**src/rtl/vfd_mux_pkg.sv**
```systemverilog
`timescale 1ns/1ps
package vfd_mux_pkg;
    typedef enum logic [2:0] {
        ST_IDLE,
        ST_SLEEP,
        ST_GAP_A,
        ST_LIT_A,
        ST_DIM_A,
        ST_GAP_B,
        ST_LIT_B,
        ST_DIM_B
    } vfd_phase_e;
endpackage

```
**src/rtl/vfd_frame_timer.sv**
```systemverilog
`timescale 1ns/1ps
module vfd_frame_timer #(
    parameter int FRAME_LEN = 4096,
    localparam int CNT_W = $clog2(FRAME_LEN)
) (
    input  logic             clk,
    input  logic             clear,
    output logic [CNT_W-1:0] cnt,
    output logic [CNT_W-1:0] nxt,
    output logic             wrap
);
    // Frame position; held at zero while cleared (blank or sleep).
    always_comb begin
        wrap = (cnt == CNT_W'(FRAME_LEN - 1));
        if (clear || wrap) nxt = '0;
        else               nxt = cnt + 1'b1;
    end

    always_ff @(posedge clk) begin
        cnt <= nxt;
    end
endmodule

```
**src/rtl/vfd_frame_latch.sv**
```systemverilog
`timescale 1ns/1ps
module vfd_frame_latch #(
    parameter int N_SEG  = 41,
    parameter int N_GRID = 2
) (
    input  logic                          clk,
    input  logic                          load,
    input  logic [N_GRID*N_SEG-1:0]       d,
    output logic [N_GRID-1:0][N_SEG-1:0]  bank
);
    // One shadow bank per grid, updated together at frame boundaries.
    for (genvar g = 0; g < N_GRID; g++) begin : g_bank
        always_ff @(posedge clk) begin
            if (load) bank[g] <= d[g*N_SEG +: N_SEG];
        end
    end
endmodule

```
**src/rtl/vfd_half_duty_mux.sv**
```systemverilog
`timescale 1ns/1ps
module vfd_half_duty_mux
    import vfd_mux_pkg::*;
#(
    parameter int N_SEG     = 41,
    parameter int FRAME_LEN = 4096,
    parameter int GUARD     = 4,
    parameter int DIM_W     = 2
) (
    input  logic                 clk,
    input  logic                 blank,
    input  logic                 sleep,
    input  logic [DIM_W-1:0]     dim,
    input  logic [2*N_SEG-1:0]   disp_data,
    output logic [1:0]           grid_en,
    output logic [N_SEG-1:0]     seg_en
);
    localparam int CNT_W     = $clog2(FRAME_LEN);
    localparam int POS_W     = CNT_W - 1;
    localparam int LW        = CNT_W + 1;
    localparam int SLOT_LEN  = FRAME_LEN / 2;
    localparam int DIM_STEPS = 1 << DIM_W;
    localparam int STEP_LEN  = SLOT_LEN / DIM_STEPS;

    logic [CNT_W-1:0]       cnt;
    logic [CNT_W-1:0]       nxt;
    logic                   wrap;
    logic                   halt;
    logic [1:0][N_SEG-1:0]  bank;
    logic                   nxt_slot;
    logic [POS_W-1:0]       nxt_pos;
    logic [LW-1:0]          lit_end;
    vfd_phase_e             state, state_d;

    assign halt = blank | sleep;

    vfd_frame_timer #(.FRAME_LEN(FRAME_LEN)) u_timer (
        .clk   (clk),
        .clear (halt),
        .cnt   (cnt),
        .nxt   (nxt),
        .wrap  (wrap)
    );

    vfd_frame_latch #(.N_SEG(N_SEG), .N_GRID(2)) u_latch (
        .clk  (clk),
        .load (halt | wrap),
        .d    (disp_data),
        .bank (bank)
    );

    // Next phase is decoded from the position the counter moves to.
    always_comb begin
        nxt_slot = nxt[CNT_W-1];
        nxt_pos  = nxt[POS_W-1:0];
        lit_end  = LW'(STEP_LEN) * (LW'(DIM_STEPS) - LW'(dim));
        if (blank) begin
            state_d = ST_IDLE;
        end else if (sleep) begin
            state_d = ST_SLEEP;
        end else if (LW'(nxt_pos) < LW'(GUARD)) begin
            state_d = nxt_slot ? ST_GAP_B : ST_GAP_A;
        end else if (LW'(nxt_pos) < lit_end) begin
            state_d = nxt_slot ? ST_LIT_B : ST_LIT_A;
        end else begin
            state_d = nxt_slot ? ST_DIM_B : ST_DIM_A;
        end
    end

    always_ff @(posedge clk) begin
        state <= state_d;
    end

    // Outputs follow the phase; blank darkens them without waiting a clock.
    always_comb begin
        grid_en = 2'b00;
        seg_en  = '0;
        unique case (state)
            ST_LIT_A: begin
                grid_en = 2'b01;
                seg_en  = bank[0];
            end
            ST_LIT_B: begin
                grid_en = 2'b10;
                seg_en  = bank[1];
            end
            ST_IDLE, ST_SLEEP, ST_GAP_A, ST_DIM_A, ST_GAP_B, ST_DIM_B: begin
                grid_en = 2'b00;
                seg_en  = '0;
            end
            default: begin
                grid_en = 2'b00;
                seg_en  = '0;
            end
        endcase
        if (blank) begin
            grid_en = 2'b00;
            seg_en  = '0;
        end
    end
endmodule

```
**config.mk**
```make
export PLATFORM = sky130hd
export DESIGN_NAME = vfd_half_duty_mux
export DESIGN_NICKNAME = d
export VERILOG_FILES = /design/src/rtl/vfd_mux_pkg.sv /design/src/rtl/vfd_frame_timer.sv /design/src/rtl/vfd_frame_latch.sv /design/src/rtl/vfd_half_duty_mux.sv
export SDC_FILE = /design/constraint.sdc
export NUM_CORES = 1
export LEC_CHECK = 0
export ABC_AREA = 1
export CAP_MARGIN = 20
export CORE_UTILIZATION = 49
export DETAILED_ROUTE_END_ITERATION = 8
export PLACE_DENSITY = 0.86
export REMOVE_ABC_BUFFERS = 1
export SLEW_MARGIN = 5
export SYNTH_ARGS = -nofsm -noshare
export SYNTH_HDL_FRONTEND = slang
export SYNTH_HIERARCHICAL = 1
export SYNTH_SLANG_ARGS = --single-unit
```
**constraint.sdc**
```tcl
create_clock -name clk -period 3.52 [get_ports clk]
set_input_delay 0.704 -clock clk [delete_from_list [all_inputs] [get_ports clk]]
set_output_delay 0.704 -clock clk [all_outputs]
set_load 0.05 [all_outputs]
```
Yosys cells after proc, flatten, opt, wreduce, memory -nomap -nowiden:

Cells that the tools add are included.

* reductions and logical operators: 4
* order comparisons: 2
* equality and inequality tests: 8
* add/subtract/negate cells: 2
* mux-type cells: 11
* bitwise operators: 2

Operators with widths (number)
* case mux 41 bit (3 select lines): 1
* 2-to-1 mux 41 bit: 1
* less-than comparator 11 x 13 -> 1 bit: 1
* adder 12 x 1 -> 12 bit, second input constant: 1
* equality test 12 bit, second input constant: 1
* equality test 3 bit, second input constant: 4
* 2-to-1 mux 12 bit: 1
* 2-to-1 mux 3 bit: 4
* less-than comparator 11 x 3 -> 1 bit, second input constant: 1
* equality test 3 x 2 -> 1 bit, second input constant: 2
* case mux 2 bit (3 select lines): 1
* OR reduction 6 bit: 1
* 2-to-1 mux 2 bit: 2
* subtractor 3 x 2 -> 4 bit, first input constant: 1
* equality test 3 x 1 -> 1 bit, second input constant: 1
* logical NOT 3 bit: 1
* bitwise OR 1 bit: 2
* OR reduction 2 bit: 1
* logical OR 1 bit: 1
* 2-to-1 mux 1 bit: 1

* output and inout port bits: 43
* bits of input ports: 87
* word-level logic and storage cells: 34
* bits in registers: 97

Depth between registers and ports, before layout:

* word-level depth: 7
* depth in mapped cells: 14

Hierarchy:

Netlist, hierarchy kept.

By module, submodules not included
* vfd_frame_latch: instances 1, cells each 82, area an instance 2462.4 um^2, seq. area each 2462.4 um^2
* vfd_half_duty_mux: instances 1, cells each 92, area an instance 740.7 um^2, seq. area each 60.1 um^2
* vfd_frame_timer: instances 1, cells each 78, area an instance 583.1 um^2, seq. area each 240.2 um^2

Worst setup path before layout:

OpenSTA, ideal clock, no wires.

* kind: in2out
* start: input blank
* end: output seg_en[31]
* required time: 2.816 ns
* arrival: 1.631 ns
* cell stages on the path: 5
* slack: 1.185 ns
* path buffers: 1
* cell sequence: nor2_1 -> nand3_1 -> inv_2 -> buf_6 -> a22o_1

* word-level cells in the longest chain between the ends: 1

RTL lines
* start: declaration: line vfd_half_duty_mux.sv:11 `input logic blank,`
* 2-to-1 mux 41 bit: line vfd_half_duty_mux.sv:96 `if (blank) begin`
* end: declaration: line vfd_half_duty_mux.sv:16 `output logic [N_SEG-1:0] seg_en`

No other way between the ends.

Worst setup path in the final report:

* start: input blank
* end: output seg_en[25]

Same word-level chain as after synthesis.

==> impl_metrics.csv <==
group,metric,value,unit
route,vias,2558,
sta,period_needed,2.79,ns
placed_design,placedCellCount,474,
yosys,synth_area_per_cell,15.0,um2
route,drt_iter0_markers,89,
critical_path,crit_path_max_incr_delay,0.46,ns
die,start_util,0.514,
route,post-route-drc-count,0,
die,die_w,89.9,um
clock_network,postCtsSetupBuffers,0,
placed_design,port_buffers,129,
global_route,grt_pass1_vias,2656,
layout,syn2layout_area_growth,54.0,%
power,p_int,1.93,mW
route,post_drt_wl_per_cell,18.9,um
power,p_leak,2.17,nW
global_route,grt_antenna_before_repair,0,
critical_path,crit_fanout,42,
critical_path,cpMaxStageDelayCell,"clkdlybuf4s50_1",
layout,fin_cells,490,
clock_network,root_buffer,"clkbuf_8",
sta,worst_pin_slew,0.533,ns
sta,setup_tns,0,ns
layout,design_area,5830,um2
critical_path,crit_type,"in2out",
clock_network,cts_tree,"yes",
power,peakVddDrop,0.000275,V
placed_design,postPlaceCellArea,5590,um2
global_route,grt_max_degree,46,
critical_path,crit_path_end_kind,"primary output",
die,design.die.area,8080,um2
sta,slew_headroom,0.645,
critical_path,r2r_slack,1.03,ns
layout,fin_nets,478,
global_route,grt_pass1_wl,14400,um
power,power.density,414,nW/um2
sta,fmax,359,MHz
clock_network,cts_buffers,9,
yosys,synth_cell_types,22,
critical_path,path_buf_inv,5,
global_route,grt_use_total,0.239,
route,avgViaCountPerCell,5.22,
critical_path,path_delay_family,"buffers and inverters",
outcome,status,"completed",
sta,rsz0062_at_grt,"false",
yosys,synthesis.area,3790,um2
critical_path,critical_path.most_common_cell,"buf_12",
worst_hold_path,hp-class,"reg2reg",
power,p_sw_frac,0.199,
power,comb_power_share,0.078,
layout,antennaDiodeCount,0,
placed_design,dp_hpwl,6390,um
yosys,ys_seq_area_frac,0.730,
route,drt_first_pass_iters,4,
layout,fillers,393,
layout,layout_commonest_cell,"clkdlybuf4s50_1",
power,clkPwrFrac,0.354,
clock_network,cts_sinks,97,
yosys,ys_warn_count,6,
critical_path,arrival,2.08,ns
route,wl,9240,um
power,netSwitchingPower,481,uW
sta,finalHoldViolCount,0,
die,rows,31,
clock_network,clock_latency,0.36,ns
die,core_area,7370,um2
clock_network,ctsHoldBuffers,0,
die,die_h,89.9,um
layout,drive_gt1_frac,0.194,
placed_design,gp_congestion,0.876,
layout,final_cell_mix,"clkdlybuf4s50_1, edfxtp_1, buf_12",
clock_network,cts.path.max_buffers,2,
power,pwr-share-seq,0.568,
yosys,synth-seq-cells,97,
sta,slew_violations,0,
critical_path,cp_data_required_time,2.82,ns
critical_path,start_kind,"input port",
layout,final_util,0.791,
critical_path,path_cells,"clkdlybuf4s50_1 -> inv_1 -> nand4_1 -> inv_2 -> buf_12 -> a22o_1 -> buf_12",
run,maxCapViolations,0,
clock_network,clkTransAtPathRegs,0.08,ns
sta,period_share,0.792,
sta,finalSetupViolCount,0,
clock_network,cts_resized,0,
clock_network,htree_num_levels,3,
global_route,grt-ovfl-total,0,
yosys,syn-instance-count,252,
route,drt.antenna.violating_nets,0,
sta,skew,0.0117,ns
die,io_pins,130,
layout make-up:
cell class | count | area (um2) | share of cell area
sequential | 97 | 2760 | 0.474
timing repair buffer | 132 | 1780 | 0.306
multi-input combinational | 124 | 842 | 0.144
clock buffer | 10 | 128 | 0.0219
tap | 99 | 124 | 0.0212
clock inverter | 6 | 111 | 0.0191
inverter | 22 | 82.6 | 0.0142
cell usage after synthesis:
cell	count	share of area
a21oi_1	5	0.0066
a22o_1	41	0.095
buf_6	9	0.027
dfxtp_1	15	0.079
edfxtp_1	82	0.65
ha_1	5	0.017
inv_1	19	0.019
inv_2	3	0.0030
nand2_1	20	0.020
nand2_2	4	0.0066
nand3_1	6	0.0079
nand3_2	2	0.0053
nand4_1	3	0.0050
nor2_1	23	0.023
nor2_2	1	0.0017
nor2_4	3	0.0089
nor3_4	1	0.0043
o21ai_0	1	0.0013
or2_2	1	0.0017
or2_4	1	0.0023
xnor2_1	4	0.0093
xor2_1	3	0.0069
cell families (layout without fill, tap and decap cells):
group / Yosys count / count (layout) / share of synthesized area
buffers and inverters: 31 / 170 / 0.0486
flip-flops: 97 / 97 / 0.730
AO/OA/AOI/OAI: 47 / 47 / 0.103
AND/OR/NAND/NOR: 65 / 65 / 0.0863
adder cells (fa/ha/maj): 5 / 5 / 0.0165
XOR/XNOR: 7 / 7 / 0.0162
power groups by stage:
| stage | sequential, mW | combinational, mW | clock (mW) |
|---|---|---|---|
| 6_report | 1.37 | 0.188 | 0.854 |
| 5_1_grt | 1.38 | 0.199 | 0.921 |
| 4_1_cts | 1.37 | 0.189 | 0.874 |
| 3_5_place_dp | 1.40 | 0.186 | 0 |
| 3_3_place_gp | 1.39 | 0.180 | 0 |
| 2_1_floorplan | 1.39 | 0.0500 | 0 |
sequential cells by signal, indices dropped and copies added, names as in the netlist:
signal	flops
u_latch/bank	82
u_timer/cnt	12
state	3
path summary, 6_finish.rpt:
check                                     from              to  cells after the start
worst max-delay path                     blank      seg_en[25]                      7
worst min-delay path            u_timer/cnt[0]  u_timer/cnt[0]                      1
worst max register to register  u_timer/cnt[0]        state[0]                     14
worst min register to register  u_timer/cnt[0]  u_timer/cnt[0]                      1
layer usage:
| metal | up-vias | part of all wire | track usage |
|---|---|---|---|
| met4 | 0 | 0.016 | 0.0874 |
| li1 | 1190 | - | - |
| met2 | 105 | 0.51 | 0.407 |
| met3 | 13 | 0.055 | 0.0626 |
| met5 | - | 0 | 0 |
| met1 | 1250 | 0.42 | 0.294 |
worst reg2reg max path, delay by kind of cell, from the launching register on:
kind | cells | cell delay [ns]
AO/OA/AOI/OAI | 4 | 0.53
AND/OR/NAND/NOR | 6 | 0.65
buffers and inverters | 1 | 0.07
adder cells (fa/ha/maj) | 3 | 0.79
flip-flops | 1 | 0.38
stage by stage:
step	hold slack, ns	worst slack, ns	total power [mW]
after floorplan	0.430	0.899	1.44
after global placement	0.445	0.544	1.57
after detailed placement	0.458	0.381	1.59
after CTS	0.478	0.712	2.44
after global routing	0.496	0.509	2.50
final	0.474	0.732	2.41
(Power assumes the default switching activity.)
